File: src/rtl/ilv_pkg.sv
package ilv_pkg;

    localparam int QW_SHIFT = 4;
    localparam int LEN_W    = 8;
    localparam int CNT_W    = 16;
    localparam int RUN_LSB  = 16;
    localparam int SKIP_LSB = 0;

    typedef enum logic [1:0] {
        XM_NORMAL  = 2'd0,
        XM_CHAIN   = 2'd1,
        XM_STRIDED = 2'd2,
        XM_RSVD    = 2'd3
    } xfer_mode_e;

    typedef enum logic {
        WS_IDLE  = 1'b0,
        WS_ISSUE = 1'b1
    } walk_state_e;

    typedef struct packed {
        logic [LEN_W-1:0] run_len;
        logic [LEN_W-1:0] skip_len;
    } stride_cfg_t;

    function automatic stride_cfg_t unpack_stride(input logic [31:0] w);
        stride_cfg_t c;
        c.run_len  = w[RUN_LSB +: LEN_W];
        c.skip_len = w[SKIP_LSB +: LEN_W];
        return c;
    endfunction

endpackage

File: src/rtl/ilv_count_down.sv
module ilv_count_down #(
    parameter int W = 16
) (
    input  logic         clk,
    input  logic         rst,
    input  logic         load,
    input  logic [W-1:0] load_val,
    input  logic         dec,
    output logic [W-1:0] value,
    output logic         is_last
);
    logic [W-1:0] cnt_q;

    always_ff @(posedge clk) begin
        if (rst)       cnt_q <= '0;
        else if (load) cnt_q <= load_val;
        else if (dec)  cnt_q <= cnt_q - W'(1);
    end

    assign value   = cnt_q;
    assign is_last = (cnt_q == W'(1));


    count_no_underflow_chk: assert property (@(posedge clk) disable iff (rst)
        dec |-> (cnt_q != '0));
endmodule

File: src/rtl/ilv_run_tracker.sv
module ilv_run_tracker #(
    parameter int LW = 8
) (
    input  logic          clk,
    input  logic          rst,
    input  logic          load,
    input  logic [LW-1:0] run_len,
    input  logic          beat,
    output logic          run_end
);
    logic [LW-1:0] left_q;
    logic [LW-1:0] run_q;

    always_ff @(posedge clk) begin
        if (rst) begin
            left_q <= '0;
            run_q  <= '0;
        end else if (load) begin
            left_q <= run_len;
            run_q  <= run_len;
        end else if (beat) begin
            if (left_q == LW'(1)) left_q <= run_q;
            else                  left_q <= left_q - LW'(1);
        end
    end

    assign run_end = (left_q == LW'(1));


    run_left_nonzero_chk: assert property (@(posedge clk) disable iff (rst)
        beat |-> (left_q != '0));
endmodule

File: src/rtl/ilv_addr_step.sv
module ilv_addr_step #(
    parameter int ADDR_W = 32,
    parameter int LW     = 8
) (
    input  logic              clk,
    input  logic              rst,
    input  logic              load,
    input  logic [ADDR_W-1:0] base_addr,
    input  logic [LW-1:0]     skip_len,
    input  logic              beat,
    input  logic              run_end,
    output logic [ADDR_W-1:0] addr_out
);
    import ilv_pkg::*;

    localparam int QA_W = ADDR_W - QW_SHIFT;

    logic [QA_W-1:0] qaddr_q;
    logic [LW-1:0]   skip_q;
    logic [QA_W-1:0] step;

    assign step = run_end ? (QA_W'(skip_q) + QA_W'(1)) : QA_W'(1);

    always_ff @(posedge clk) begin
        if (rst) begin
            qaddr_q <= '0;
            skip_q  <= '0;
        end else if (load) begin
            qaddr_q <= base_addr[ADDR_W-1:QW_SHIFT];
            skip_q  <= skip_len;
        end else if (beat) begin
            qaddr_q <= qaddr_q + step;
        end
    end

    assign addr_out = {qaddr_q, {QW_SHIFT{1'b0}}};

    logic unused_low_bits;
    assign unused_low_bits = ^base_addr[QW_SHIFT-1:0];
endmodule

File: src/rtl/ilv_addr_walker.sv
module ilv_addr_walker #(
    parameter int ADDR_W = 32
) (
    input  logic                      clk,
    input  logic                      rst,
    input  logic                      start,
    input  logic [1:0]                mode,
    input  logic [ADDR_W-1:0]         base_addr,
    input  logic [ilv_pkg::CNT_W-1:0] total_qw,
    input  logic [31:0]               stride_word,
    input  logic                      addr_ready,
    output logic                      addr_valid,
    output logic [ADDR_W-1:0]         addr_out,
    output logic                      done,
    output logic                      cfg_err
);
    import ilv_pkg::*;

    walk_state_e state_q;
    logic        done_q;
    logic        err_q;
    stride_cfg_t scfg;
    logic        accept, good_go, run_go, zero_go, err_go;
    logic        beat, last_beat, run_end, total_last;
    logic [CNT_W-1:0] remaining;

    assign scfg      = unpack_stride(stride_word);
    assign accept    = start && (state_q == WS_IDLE) && (mode == XM_STRIDED);
    assign err_go    = accept && (scfg.run_len == '0);
    assign good_go   = accept && (scfg.run_len != '0);
    assign run_go    = good_go && (total_qw != '0);
    assign zero_go   = good_go && (total_qw == '0);
    assign addr_valid = (state_q == WS_ISSUE);
    assign beat      = addr_valid && addr_ready;
    assign last_beat = beat && total_last;

    ilv_count_down #(.W(CNT_W)) u_total (
        .clk      (clk),
        .rst      (rst),
        .load     (run_go),
        .load_val (total_qw),
        .dec      (beat),
        .value    (remaining),
        .is_last  (total_last)
    );

    ilv_run_tracker #(.LW(LEN_W)) u_run (
        .clk     (clk),
        .rst     (rst),
        .load    (run_go),
        .run_len (scfg.run_len),
        .beat    (beat),
        .run_end (run_end)
    );

    ilv_addr_step #(.ADDR_W(ADDR_W), .LW(LEN_W)) u_addr (
        .clk       (clk),
        .rst       (rst),
        .load      (run_go),
        .base_addr (base_addr),
        .skip_len  (scfg.skip_len),
        .beat      (beat),
        .run_end   (run_end),
        .addr_out  (addr_out)
    );

    always_ff @(posedge clk) begin
        if (rst) begin
            state_q <= WS_IDLE;
            done_q  <= 1'b0;
            err_q   <= 1'b0;
        end else begin
            done_q <= zero_go || last_beat;
            if (err_go)       err_q <= 1'b1;
            else if (good_go) err_q <= 1'b0;
            case (state_q)
                WS_IDLE:  if (run_go)    state_q <= WS_ISSUE;
                WS_ISSUE: if (last_beat) state_q <= WS_IDLE;
                default:                 state_q <= WS_IDLE;
            endcase
        end
    end

    assign done    = done_q;
    assign cfg_err = err_q;

    logic unused_stride_bits;
    assign unused_stride_bits = ^{stride_word[31:24], stride_word[15:8], remaining};


    stall_hold_chk: assert property (@(posedge clk) disable iff (rst)
        (addr_valid && !addr_ready) |=> (addr_valid && $stable(addr_out)));


    err_no_issue_chk: assert property (@(posedge clk) disable iff (rst)
        cfg_err |-> !addr_valid);


    last_beat_done_chk: assert property (@(posedge clk) disable iff (rst)
        last_beat |=> (done && !addr_valid));


    done_quiet_chk: assert property (@(posedge clk) disable iff (rst)
        done |-> !addr_valid);
endmodule

File: config.mk
export PLATFORM = sky130hd
export DESIGN_NAME = ilv_addr_walker
export DESIGN_NICKNAME = d
export VERILOG_FILES = /design/src/rtl/ilv_pkg.sv /design/src/rtl/ilv_count_down.sv /design/src/rtl/ilv_run_tracker.sv /design/src/rtl/ilv_addr_step.sv /design/src/rtl/ilv_addr_walker.sv
export SDC_FILE = /design/constraint.sdc
export NUM_CORES = 1
export LEC_CHECK = 0
export ABC_CLOCK_PERIOD_IN_PS = 8820
export BUFFER_PORTS_ARGS = -buffer_cell sky130_fd_sc_hd__buf_2
export CORE_MARGIN = 4
export CORE_UTILIZATION = 25
export CTS_BUF_LIST = sky130_fd_sc_hd__clkbuf_8
export CTS_CLUSTER_DIAMETER = 120
export DETAILED_ROUTE_END_ITERATION = 7
export HOLD_SLACK_MARGIN = 0.15
export PLACE_DENSITY = 0.54
export SKIP_LAST_GASP = 1
export SLEW_MARGIN = 20
export SYNTH_ARGS = -nofsm -noshare
export SYNTH_HDL_FRONTEND = slang
export SYNTH_SLANG_ARGS = --single-unit
File: constraint.sdc
create_clock -name clk -period 8.82 [get_ports clk]
set_clock_uncertainty 0.1 [all_clocks]
set_input_delay 0.882 -clock clk [delete_from_list [all_inputs] [get_ports clk]]
set_output_delay 0.882 -clock clk [all_outputs]
set_load 0.005 [all_outputs]
# Word level (Yosys, flattened, before mapping)

Index checks and enable logic that the tools add are counted.
W data, S select, Z words.

Register bits after elaboration: 71
Input bits: 86
Output and inout port bits: 35
Word-level logic and storage cells: 44

$add $sub $neg: 4
Eq/ne operators: 3
Multiplexer cells: 13
Bitwise logic cells: 1
Reductions and logical operators: 15

Operators by type and width:

| kind                    | number |
|---|---|
| $mux W28                | 3 |
| $mux W16                | 2 |
| $add A28 B28 Y28        | 1 |
| $mux W8                 | 3 |
| $eq A16 B1 Y1 const B   | 1 |
| $logic_not A16 Y1       | 1 |
| $reduce_bool A16 Y1     | 1 |
| $sub A16 B1 Y16 const B | 1 |
| $add A8 B1 Y9 const B   | 1 |
| $eq A8 B1 Y1 const B    | 1 |
| $logic_and A1 B1 Y1     | 8 |
| $logic_not A8 Y1        | 1 |
| $reduce_bool A8 Y1      | 1 |
| $sub A8 B1 Y8 const B   | 1 |
| $mux W1                 | 4 |
| $reduce_bool A2 Y1      | 2 |
| $eq A2 B2 Y1 const B    | 1 |
| $pmux W1 S2             | 1 |
| $logic_or A1 B1 Y1      | 1 |
| $not A1 Y1              | 1 |

# Longest topological paths before layout

Gate-level depths: netlist of the first run.

Word-level depth: 7
Mapped depth: 14
Depth with buffers taken out: 13

# By module

A second synthesis of the first run with hierarchy kept.

Cell total of the unflattened synthesis: 534
Area, all modules: 4,544.4 um^2

Modules (own cells, without submodules):

| module          | instances | cells each | area each (um^2) |
|---|---|---|---|
| ilv_addr_step   | 1         | 306        | 2,536.2 |
| ilv_count_down  | 1         | 106        | 904.6 |
| ilv_run_tracker | 1         | 101        | 899.6 |
| ilv_addr_walker | 1         | 21         | 203.9 |

# Worst setup path before layout of the first run

No wires, ideal clock.

Path kind: register to register
From: register u_run.left_q[2]
To: register u_addr.qaddr_q[15]
Setup time: 91 ps
Arrival time: 3,218 ps
Required time: 8,629 ps
Path slack: 5,411 ps
Stages on the path, launching flop included: 14
Path buffers: 2
Cell sequence: dfxtp_1 > nor4_1 > nand2b_1 > or3b_1 > clkbuf_1 > nor2_1 > ha_1 > a21o_1 > a31oi_1 > a211o_1 > a21o_1 > buf_6 > or4_1 > a311oi_1

Word-level cells in the longest chain between the ends: 5

Ends and longest elaborated chain:

| item                   | RTL line              | source |
|---|---|---|
| from (decl)            | ilv_run_tracker.sv:11 | `logic [LW-1:0] left_q;` |
| from (signal assigned) | ilv_run_tracker.sv:19 | `left_q <= run_len;` |
| from (signal assigned) | ilv_run_tracker.sv:22 | `if (left_q == LW'(1)) left_q <= run_q;` |
| from (signal assigned) | ilv_run_tracker.sv:23 | `else left_q <= left_q - LW'(1);` |
| $eq A8 B1 Y1           | ilv_run_tracker.sv:27 | `assign run_end = (left_q == LW'(1));` |
| $mux W28               | ilv_addr_step.sv:22   | `assign step = run_end ? (QA_W'(skip_q) + QA_W'(1)) : QA_W'(1);` |
| $add A28 B28 Y28       | ilv_addr_step.sv:32   | `qaddr_q <= qaddr_q + step;` |
| $mux W28               | ilv_addr_step.sv:31   | `end else if (beat) begin` |
| $mux W28               | ilv_addr_step.sv:28   | `end else if (load) begin` |
| to (signal assigned)   | ilv_addr_step.sv:29   | `qaddr_q <= base_addr[ADDR_W-1:QW_SHIFT];` |
| to (signal assigned)   | ilv_addr_step.sv:32   |  |
| to (decl)              | ilv_addr_step.sv:18   | `logic [QA_W-1:0] qaddr_q;` |

Every way passes these cells. The select of a mux whose other input is x is not followed.
A chain may end at the register's enable or synchronous reset.

# Final worst setup path of the first run

From: register u_run.left_q[2]
To: register u_addr.qaddr_q[19]

Same word-level chain as after synthesis.

==> key figures, run 1 <==
Run status
  – Status: completed

Place
  – Placed inst area: about 0.0048 mm²
  – Placer Congestion: approximately 0.76
  – Post-DP HPWL: roughly 9000 µm
  – Port Buffers: 96
  – DP Cell Count: ~830

GRT
  – Largest net degree at the start of global routing: 80
  – GRT Total Usage: between 10% and 20%
  – Vias in the first global route: a little over 4000
  – Initial antenna violation count: 0
  – First-pass GRT wire length: around 21000 µm
  – GRT overflow: 0

Route
  – Number of remaining DRC errors: 0
  – Drt wl/cell: 15.26 µm
  – Post-Route WL: 12920 µm
  – Vias: roughly 4200
  – DR iter-0 viols: 246
  – Drt first pass iters: 5
  – DR vias/cell: between 4 and 5
  – Remaining antenna violation count: 0

Finish
  – Multi-input logic area: 0.002545 mm²
  – Commonest non-fill, non-tap cells in the layout: buf_2, nand2_1, dfxtp_1, a21oi_1, nor2_1
  – Register area: roughly 0.0014 mm²
  – Fillers: approximately 1800
  – Final cell count without fillers: 847
  – Nets: 724
  – Area grow syn2layout: 18.97%
  – Ant. Diodes: 0
  – Share of cells above drive strength 1: between 20% and 30%
  – Commonest non-fill, non-tap cell in the layout: buf_2
  – Design area: around 0.005 mm²

STA
  – Final hold vios: 0
  – Endpoints failing setup: 0
  – RSZ-0062 raised after global routing: no
  – Worst Tran Pin Value: between 0.8 and 0.9 ns
  – Final TNS setup: 0 ns
  – Slew margin rel.: about 41%
  – Tmin final: about 4 ns
  – Max-slew violation total from the final report: 0
  – Tcrit/Tclk final: between 40% and 50%
  – Fmax: 243.5 MHz

Critical path
  – Worst EP arrival: 4.26 ns
  – Maximum fanout along the worst path: 21
  – Crit start category: register
  – Critical path launch point: u_run.left_q[2]
  – Worst r2r src: u_run.left_q[2]
  – Required time of the critical path: between 8 and 9 ns
  – WS Path Type: register to register
  – Setup crit end kind: register

Run
  – Max Cap Viol: 0

CTS
  – Post-CTS setup buffer count: 0
  – Post-CTS Resized: 0
  – Clock Sink Count: 71
  – CTS tree: yes
  – Hold buffers post-CTS: 0
  – CTS buffer count: 9
  – Root Buffer Master: clkbuf_8
  – CTS clock-pin slew for the worst setup and hold paths: ~0.08 ns
  – Clock Tree Buf Depth: 2
  – CTS HTree Levels: 3
  – Worst-skew pair later-pin latency: approximately 0.36 ns

Synth
  – Warnings, synthesis: 0
  – Register area share after synthesis: about 34%
  – Synthesized area per cell: about 7.7 µm²
  – Post-synth cell types: 58
  – Cell area after synthesis: 0.004189 mm²
  – FF+latch count, synth: 71
  – Post-synth top flop: dfxtp_1
  – Async S/R FF share, synth: 0%
  – Number of synthesized flops with an enable pin: 0
  – Syn Inst Count: approximately 540

Power
  – P_leak: ~2.0 nW
  – Pwr/cell area: roughly 140 mW/mm²
  – Worst vdd ir: between 60 and 70 µV

Floorplan
  – DIE HEIGHT: around 140 µm
  – Die W: about 140 µm
  – I/O pins: between 100 and 150
  – Initial Util: between 20% and 30%
  – Row cnt: 47
  – Core ar.: 0.01652 mm²
  – Total die area: 0.01889 mm²

Min path
  – Hold_sp: u_run.run_q[5]
  – Tightest Hold Check Type: register to register
==> flip-flops by register name, summed over array words and instances, names as in the netlist <==
register        cells
u_run.left_q        8
cfg_err             1
u_total.value      16
done                1
u_addr.skip_q       8
addr_valid          1
u_addr.qaddr_q     28
u_run.run_q         8
==> logic make-up (layout without fill, tap and decap cells) <==
group | count (synthesis) | after routing | synth area share, %
adders and majority gates | 15 | 15 | 4.660
muxes | 2 | 2 | 0.5376
DFF | 71 | 71 | 33.93
AOI/OAI and AO/OA | 146 | 146 | 22.91
buffers and inverters | 49 | 130 | 5.824
xor gates and xnor gates | 16 | 16 | 3.345
other | 1 | 4 | 0.08952
and+or+nand+nor | 243 | 243 | 28.70
==> power breakdown <==
group          leakage, nW  internal (mW)  switching [mW]
logic                 1.29         0.0464          0.0631
clock network       0.0891          0.106           0.128
registers            0.578          0.335          0.0162
total                 1.96          0.487           0.207
==> stage by stage <==
step                      total power, mW  util (%)  setup WS (ns)  hold slack, ns
final                              0.6942     30.16          4.714          0.3572
after detailed placement           0.4688     29.13          4.503          0.3481
after CTS                          0.7090     30.12          4.441          0.3595
after global placement             0.4683     29.13          4.509          0.3438
after floorplan                    0.4280         -          5.411          0.3365
after global routing               0.7403     30.16          4.292          0.3851
==> cells in the mapped netlist, types with 2 or more instances <==
| cell | n | area (µm²) |
|---|---|---|
| and4b_1 | 2 | 20.02 |
| o311ai_0 | 3 | 26.28 |
| nor4b_1 | 2 | 17.52 |
| o21ai_0 | 9 | 45.04 |
| and3_1 | 15 | 93.84 |
| buf_2 | 3 | 15.01 |
| nand3b_1 | 2 | 15.01 |
| a21o_1 | 5 | 37.54 |
| nor4_1 | 15 | 93.84 |
| nand2b_1 | 2 | 12.51 |
| nand2_1 | 93 | 349.1 |
| clkbuf_1 | 20 | 75.07 |
| a21boi_0 | 2 | 15.01 |
| nand4_1 | 6 | 37.54 |
| o211ai_1 | 12 | 90.09 |
| nor3b_1 | 5 | 37.54 |
| a211oi_1 | 10 | 75.07 |
| xor2_1 | 6 | 52.55 |
| a211o_1 | 2 | 17.52 |
| dfxtp_1 | 71 | 1421 |
| a221oi_1 | 5 | 43.79 |
| a311oi_1 | 9 | 78.83 |
| mux2_2 | 2 | 22.52 |
| nor3_1 | 10 | 50.05 |
| or3_1 | 7 | 43.79 |
| o31ai_1 | 4 | 30.03 |
| buf_4 | 5 | 37.54 |
| and2_1 | 2 | 12.51 |
| buf_6 | 5 | 56.30 |
| nand3_1 | 25 | 125.1 |
| xnor2_1 | 10 | 87.58 |
| a21oi_1 | 50 | 250.2 |
| buf_1 | 4 | 15.01 |
| nor2_1 | 40 | 150.1 |
| inv_1 | 12 | 45.04 |
| nor2b_1 | 3 | 18.77 |
| ha_1 | 14 | 175.2 |
| a31oi_1 | 19 | 118.9 |
| or4_1 | 5 | 37.54 |
| a22oi_1 | 9 | 67.56 |
==> final timing paths <==
path | endpoint | slack (ns) | depth (start not counted)
setup / recovery | u_addr.qaddr_q[19] | 4.71 | 11
hold / removal | u_run.run_q[5] | 0.36 | 2
setup reg to reg | u_addr.qaddr_q[19] | 4.71 | 11
hold reg to reg | u_run.run_q[5] | 0.36 | 2
==> layout make-up <==
| class | instances | area share (%) |
|---|---|---|
| multi-input combinational | 426 | 51.07 |
| sequential | 71 | 28.52 |
| timing repair buffer | 103 | 10.70 |
| tap | 220 | 5.523 |
| clock buffer | 10 | 2.762 |
| inverter | 12 | 0.9038 |
| clock inverter | 5 | 0.5272 |
==> layer usage <==
metal  vias up  wire, µm  part of all wire [%]  GRT usage (%)
met5         -         0                     0              0
met4         0       153                   1.2          3.603
met3        13       793                   6.1          4.675
met2       122      5789                    45          21.66
met1      1943      6185                    48          18.69
li1       2153         -                     -              -
==> worst max-delay path, cell delays in order, from the launching register on <==
cell      delay (ns)
dfxtp_1         0.36
nor4_1          0.37
nand2b_1        0.17
or3b_1          0.73
a21oi_1         0.25
ha_1            0.33
a21oi_1         0.25
nor2_1          0.07
a211oi_1        0.52
a21o_1          0.42
o31ai_1         0.14
a311oi_1        0.30
No activity file was read; power rests on OpenSTA's default activity.
==> run 2, diff against run 1 <==
--- a/config.mk
+++ b/config.mk
@@ -5,7 +5,7 @@
 export SDC_FILE = /design/constraint.sdc
 export NUM_CORES = 1
 export LEC_CHECK = 0
-export ABC_CLOCK_PERIOD_IN_PS = 8820
+export ABC_CLOCK_PERIOD_IN_PS = 3500
 export BUFFER_PORTS_ARGS = -buffer_cell sky130_fd_sc_hd__buf_2
 export CORE_MARGIN = 4
 export CORE_UTILIZATION = 25
@@ -13,7 +13,7 @@
 export CTS_CLUSTER_DIAMETER = 120
 export DETAILED_ROUTE_END_ITERATION = 7
 export HOLD_SLACK_MARGIN = 0.15
-export PLACE_DENSITY = 0.54
+export PLACE_DENSITY = 0.56
 export SKIP_LAST_GASP = 1
 export SLEW_MARGIN = 20
 export SYNTH_ARGS = -nofsm -noshare
==> constraint.sdc (replaced) <==
create_clock -name clk -period 3.5 [get_ports clk]
set_clock_uncertainty 0.1 [all_clocks]
set_input_delay 0.35 -clock clk [delete_from_list [all_inputs] [get_ports clk]]
set_output_delay 0.35 -clock clk [all_outputs]
set_load 0.005 [all_outputs]
==> run 2 against run 1 <==
  * Sequential share of layout area decreased by 2.6 points
  * Core utilization rose by 3.0 points
  * Final area up 9.8%
  * Via count up 4.9%
  * Worst setup slack got worse by 4.5 ns
  * Worst hold slack got worse by 0.19 ns
  * Clock power grew to 3.4 times the previous value
  * Highest routed layer is now met5
==> key figures, run 2 (synthesis results as in run 1) <==
Critical path
  – Maximum fanout along the worst path: 8 (was 21)
  – Worst EP arrival: 3.47 ns (was 4.26 ns)
  – Crit start category: register (unchanged)
  – WS Path Type: register to register (unchanged)
  – Setup crit end kind: register (unchanged)
  – Most used cell, CP: ha_1 (was a21oi_1)
  – WP depth: 10 (was 11)
  – Slowest CP cell: or4_1 (was or3b_1)
  – R2R cell count: 10 (was 11)
  – Top delay family on crit path: simple AND/OR/NAND/NOR gates (was compound AO/OA/AOI/OAI gates)
  – CP Cell Sequence: ha_1, nand3_1, or3_1, a21oi_1, ha_1, nand2_1, a211o_1, a21o_2, or4_1, a311oi_2 (was nor4_1, nand2b_1, or3b_1, a21oi_1, ha_1, a21oi_1, nor2_1, a211oi_1, a21o_1, o31ai_1, a311oi_1)
  – Crit path buf inv count: 0 (unchanged)
  – Max incr delay on CP: 0.53 ns (was 0.73 ns)
  – Required time of the critical path: 3.66 ns (was 8.98 ns)

STA
  – Worst Tran Pin Value: 1.003 ns (was 0.8839 ns)
  – Final hold vios: 0 (unchanged)
  – Slew margin rel.: 33.15% (was 41.07%)
  – Max-slew violation total from the final report: 0 (unchanged)
  – Endpoints failing setup: 0 (unchanged)
  – Fmax: 302.3 MHz (was 243.5 MHz)
  – Tmin final: 3.308 ns (was 4.106 ns)
  – RSZ-0062 raised after global routing: yes (was no)
  – WHS: 0.1686 ns (was 0.3572 ns)
  – Tcrit/Tclk final: 94.52% (was 46.56%)

CTS
  – Post-CTS setup buffer count: 0 (unchanged)
  – Root Buffer Master: clkbuf_8 (unchanged)
  – CTS HTree Levels: 3 (unchanged)
  – Clock Sink Count: 71 (unchanged)
  – Worst-skew pair later-pin latency: 0.38 ns (was 0.36 ns)
  – CTS tree: yes (unchanged)
  – CTS buffer count: 9 (unchanged)
  – Clock Tree Buf Depth: 2 (unchanged)
  – CTS clock-pin slew for the worst setup and hold paths: 0.07 ns (was 0.08 ns)

Place
  – Port Buffers: 96 (unchanged)
  – Post-DP HPWL: 9454 µm (was 8922 µm)
  – Placer Congestion: 0.8162 (was 0.7596)

Route
  – Drt wl/cell: 15.16 µm (was 15.26 µm)
  – Post-Route WL: 13470 µm (was 12920 µm)
  – Drt first pass iters: 5 (unchanged)
  – DR vias/cell: 4.993 (was 4.995)
  – Vias: 4439 (was 4231)
  – Remaining antenna violation count: 0 (unchanged)
  – Number of remaining DRC errors: 0 (unchanged)
  – DR iter-0 viols: 340 (was 246)

GRT
  – First-pass GRT wire length: 21800 µm (was 20800 µm)
  – Initial antenna violation count: 1 (was 0)
  – GRT Total Usage: 14.65% (was 14.00%)
  – GRT overflow: 0 (unchanged)
  – Largest net degree at the start of global routing: 57 (was 80)
  – Vias in the first global route: 4282 (was 4037)

Min path
  – Hold Path Stages: 3 (was 2)
  – Tightest Hold Check Type: input port to register (was register to register)

Finish
  – Area grow syn2layout: 30.68% (was 18.97%)
  – Nets: 766 (was 724)
  – Ant. Diodes: 0 (unchanged)
  – Fillers: 1829 (was 1814)
  – Share of cells above drive strength 1: 23.32% (was 20.26%)
  – Commonest non-fill, non-tap cells in the layout: buf_2, nand2_1, dfxtp_1, a21oi_1, nor2_1 (unchanged)
  – Number of flip-flops under the largest register name: 28 (unchanged)
  – Largest Register: u_addr.qaddr_q (unchanged)
  – Commonest non-fill, non-tap cell in the layout: buf_2 (unchanged)

Floorplan
  – Initial Util: 25.35% (unchanged)
  – Die W: 137.4 µm (unchanged)
  – DIE HEIGHT: 137.4 µm (unchanged)
  – Core ar.: 0.01652 mm² (unchanged)
  – I/O pins: 121 (unchanged)
  – Total die area: 0.01889 mm² (unchanged)
  – Row cnt: 47 (unchanged)

Power
  – Worst vdd ir: 165.6 µV (was 62.82 µV)
  – Power consumption: 1.998 mW (was 0.6942 mW)
  – Pwr/cell area: 365.1 mW/mm² (was 139.3 mW/mm²)
  – P_leak: 2.199 nW (was 1.956 nW)

Run status
  – Status: completed (unchanged)

Run
  – Max Cap Viol: 0 (unchanged)
run 2: final timing paths:
path | startpoint | end | slack, ns
max reg2reg | u_addr.skip_q[0] | u_addr.qaddr_q[19] | 0.19
max | u_addr.skip_q[0] | u_addr.qaddr_q[19] | 0.19
min | stride_word[18] | u_run.run_q[2] | 0.17
min reg2reg | cfg_err | cfg_err | 0.35
run 2: worst register-to-register path: stages, from the launching register on:
cell and delay [ns]:
dfxtp_1 0.41, ha_1 0.21, nand3_1 0.22, or3_1 0.40, a21oi_1 0.17, ha_1 0.26
nand2_1 0.07, a211o_1 0.30, a21o_2 0.26, or4_1 0.53, a311oi_2 0.27
run 2: layout make-up:
cell class | instances | area, µm² | share of cell area (%)
Multi-Input combinational cell | 426 | 2603 | 47.54
Sequential cell | 71 | 1421 | 25.97
Timing Repair Buffer | 145 | 903.4 | 16.50
Tap cell | 220 | 275.3 | 5.029
Clock buffer | 9 | 123.9 | 2.263
Clock inverter | 6 | 102.6 | 1.874
Inverter | 12 | 45.04 | 0.8229
run 2: power by group:
group / switching [mW] / internal, mW / leakage [nW]
clock: 0.330 / 0.463 / 0.122
combinational: 0.173 / 0.149 / 1.50
sequential: 0.0384 / 0.845 / 0.578
total: 0.541 / 1.46 / 2.20
run 2: what timing repair did:
action,4_1_cts,5_1_grt
hold buffers,22,0
cloned,0,0
hold endpoints to repair,22,0
gates resized for setup,2,11
pin swaps,0,1
endpoints found under the setup margin,3,18
run 2: metal layers:
metal	share of wire (%)	global-route usage (%)	wire, µm	vias to the layer above
met5	0.059	0	8	-
met4	1.1	4.102	153	2
met3	5.9	4.383	795	15
met2	45	23.70	6080	105
met1	48	18.91	6435	2084
li1	-	-	-	2233
run 2: metrics by stage:
stage | utilization [%] | instances | worst slack [ns] | TNS (ns) | area, µm²
5_1_grt | 33.13 | 889 | -0.03859 | -0.05885 | 5474
4_1_cts | 32.82 | 889 | 0.04295 | 0 | 5423
2_1_floorplan | - | 546 | 0.09104 | 0 | 4200
6_report | 33.13 | 889 | 0.1917 | 0 | 5474
3_3_place_gp | 30.04 | 852 | 0.07586 | 0 | 4964
3_5_place_dp | 30.04 | 852 | -0.04452 | -0.06125 | 4964
==> run 3, diff against run 2 <==
--- a/config.mk
+++ b/config.mk
@@ -9,7 +9,6 @@
 export BUFFER_PORTS_ARGS = -buffer_cell sky130_fd_sc_hd__buf_2
 export CORE_MARGIN = 4
 export CORE_UTILIZATION = 25
-export CTS_BUF_LIST = sky130_fd_sc_hd__clkbuf_8
 export CTS_CLUSTER_DIAMETER = 120
 export DETAILED_ROUTE_END_ITERATION = 7
 export HOLD_SLACK_MARGIN = 0.15
==> run 3 against run 2 <==
  * Sequential power about the same
  * Core utilization is 0.23 points lower
  * Worst setup slack worse by 0.011 ns
  * Total power grew 12%
  * Global-route usage shrank 0.099 points
  * Wire length barely moved
  * Worst hold slack worse by 0.0055 ns
  * Highest routed layer unchanged
  * Count of clock-buffer cells in the layout grew 2
  * Via count shrank 0.99%
  * Non-clock buffer count is 14 lower
  * Maximum frequency is 0.33% lower
  * Flip-flop and latch count unchanged
==> key figures, run 3 (synthesis results as in run 1) <==
Finish
  – Util after Layout: 32.89% (was 33.13%)
  – Fillers: 1829 (unchanged)
  – Largest Register: u_addr.qaddr_q (unchanged)
  – Share of cells above drive strength 1: 23.82% (was 23.32%)
  – Ant. Diodes: 0 (unchanged)
  – Nets: 752 (was 766)
  – Final cell count without fillers: 875 (was 889)
  – Area grow syn2layout: 29.75% (was 30.68%)
  – Number of flip-flops under the largest register name: 28 (unchanged)
  – Commonest non-fill, non-tap cells in the layout: buf_2, nand2_1, dfxtp_1, a21oi_1, nor2_1 (unchanged)
  – Commonest non-fill, non-tap cell in the layout: buf_2 (unchanged)

Floorplan
  – I/O pins: 121 (unchanged)
  – Die W: 137.4 µm (unchanged)
  – Core ar.: 0.01652 mm² (unchanged)
  – DIE HEIGHT: 137.4 µm (unchanged)
  – Initial Util: 25.35% (unchanged)
  – Row cnt: 47 (unchanged)
  – Total die area: 0.01889 mm² (unchanged)

Critical path
  – Worst EP arrival: 3.46 ns (was 3.47 ns)
  – Critical path launch point: u_addr.skip_q[0] (unchanged)
  – Required time of the critical path: 3.64 ns (was 3.66 ns)
  – Crit start category: register (unchanged)
  – Maximum fanout along the worst path: 8 (unchanged)
  – Worst r2r src: u_addr.skip_q[0] (unchanged)
  – Setup crit end kind: register (unchanged)
  – WS Path Type: register to register (unchanged)

STA
  – Worst Tran Pin Value: 0.9855 ns (was 1.003 ns)
  – Endpoints failing setup: 0 (unchanged)
  – Final hold vios: 0 (unchanged)
  – Fmax: 301.3 MHz (was 302.3 MHz)
  – Tcrit/Tclk final: 94.84% (was 94.52%)
  – Tmin final: 3.319 ns (was 3.308 ns)
  – Post-layout worst setup margin: 0.1807 ns (was 0.1917 ns)
  – Slew margin rel.: 34.30% (was 33.15%)
  – RSZ-0062 raised after global routing: yes (unchanged)
  – Max-slew violation total from the final report: 0 (unchanged)
  – Final TNS setup: 0 ns (unchanged)

Power
  – Power consumption: 2.241 mW (was 1.998 mW)
  – Worst vdd ir: 247.5 µV (was 165.6 µV)
  – Pwr/cell area: 412.2 mW/mm² (was 365.1 mW/mm²)
  – P_leak: 2.179 nW (was 2.199 nW)

CTS
  – Post-CTS setup buffer count: 0 (unchanged)
  – CTS buffer count: 9 (unchanged)
  – Clock Sink Count: 71 (unchanged)
  – Root Buffer Master: clkbuf_16 (was clkbuf_8)
  – CTS HTree Levels: 3 (unchanged)
  – Worst-skew pair later-pin latency: 0.35 ns (was 0.38 ns)
  – CTS tree: yes (unchanged)
  – CTS clock-pin slew for the worst setup and hold paths: 0.05 ns (was 0.07 ns)
  – Clock Tree Buf Depth: 2 (unchanged)

GRT
  – Vias in the first global route: 4229 (was 4282)
  – Largest net degree at the start of global routing: 57 (unchanged)
  – Initial antenna violation count: 1 (unchanged)
  – GRT overflow: 0 (unchanged)
  – First-pass GRT wire length: 21670 µm (was 21800 µm)
  – GRT Total Usage: 14.55% (was 14.65%)

Place
  – Placer Congestion: 0.8162 (unchanged)
  – Post-DP HPWL: 9454 µm (unchanged)
  – Dpl ws: -0.04452 ns (unchanged)
  – DP Cell Count: 852 (unchanged)
  – Port Buffers: 96 (unchanged)

Route
  – Vias: 4395 (was 4439)
  – Drt wl/cell: 15.41 µm (was 15.16 µm)
  – Top Layer Used: met5 (unchanged)
  – DR vias/cell: 5.023 (was 4.993)
  – DR iter-0 viols: 351 (was 340)
  – Metal-1 WL: 6372 µm (was 6435 µm)
  – Post-Route WL: 13480 µm (was 13470 µm)
  – Remaining antenna violation count: 0 (unchanged)
  – WL met2: 6096 µm (was 6080 µm)
  – Met3 routed WL: 824 µm (was 795 µm)
  – Drt first pass iters: 5 (unchanged)
  – Number of remaining DRC errors: 0 (unchanged)

Run
  – Max Cap Viol: 0 (unchanged)

Min path
  – Hold_sp: base_addr[6] (was stride_word[18])
  – Tightest Hold Check Type: input port to register (unchanged)

Run status
  – Status: completed (unchanged)
run 3: cell types whose count changed in the layout (fill, tap and decap cells not counted), sizes merged:
cell,before,now
inv,14,12
dlygate4sd3,22,8
clkbuf,9,11
run 3: final cells by class:
type	instances	area (µm²)	share of cell area, %
inverters	12	45.04	0.8287
repair buffers	131	763.2	14.04
clock buffers	11	232.7	4.282
flip-flops and latches	71	1421	26.15
multi-input cells	426	2603	47.88
clock inverters	4	95.09	1.750
well taps	220	275.3	5.064
run 3: worst max-delay path, cell delays in order (launching register included):
cell	delay, ns
dfxtp_1	0.40
ha_1	0.21
nand3_1	0.23
or3_1	0.40
a21oi_1	0.17
ha_1	0.26
nand2_1	0.07
a211o_1	0.30
a21o_2	0.26
or4_1	0.53
a311oi_2	0.27
run 3: path summary, 6_finish.rpt:
check	endpoint	cells past startpoint	slack, ns
max	u_addr.qaddr_q[19]	10	0.18
min	u_addr.qaddr_q[2]	3	0.16
max reg2reg	u_addr.qaddr_q[19]	10	0.18
min reg2reg	cfg_err	2	0.35
run 3: through the flow:
stage / hold slack (ns) / cell area (µm²)
2_1_floorplan: 0.3365 / 4200
3_3_place_gp: 0.3421 / 4964
3_5_place_dp: 0.3400 / 4964
4_1_cts: 0.1559 / 5384
5_1_grt: 0.1741 / 5435
6_report: 0.1631 / 5435
run 3: where the power goes:
| group | switching (mW) | total [mW] | internal [mW] |
|---|---|---|---|
| sequential | 0.0385 | 0.885 | 0.846 |
| combinational | 0.171 | 0.310 | 0.139 |
| clock | 0.355 | 1.05 | 0.691 |
run 3: timing repair:
| item | 4_1_cts | 5_1_grt |
|---|---|---|
| setup endpoints to repair | 3 | 18 |
| hold endpoints to repair | 8 | 0 |
| hold buffers | 8 | 0 |
| gates resized for setup | 2 | 11 |
| pin swaps | 0 | 1 |
run 3: per-layer routing:
metal / track usage, % / up-vias
met5: 0 / -
met4: 4.047 / 2
met3: 4.346 / 17
met2: 23.56 / 106
met1: 18.77 / 2058
li1: - / 2212
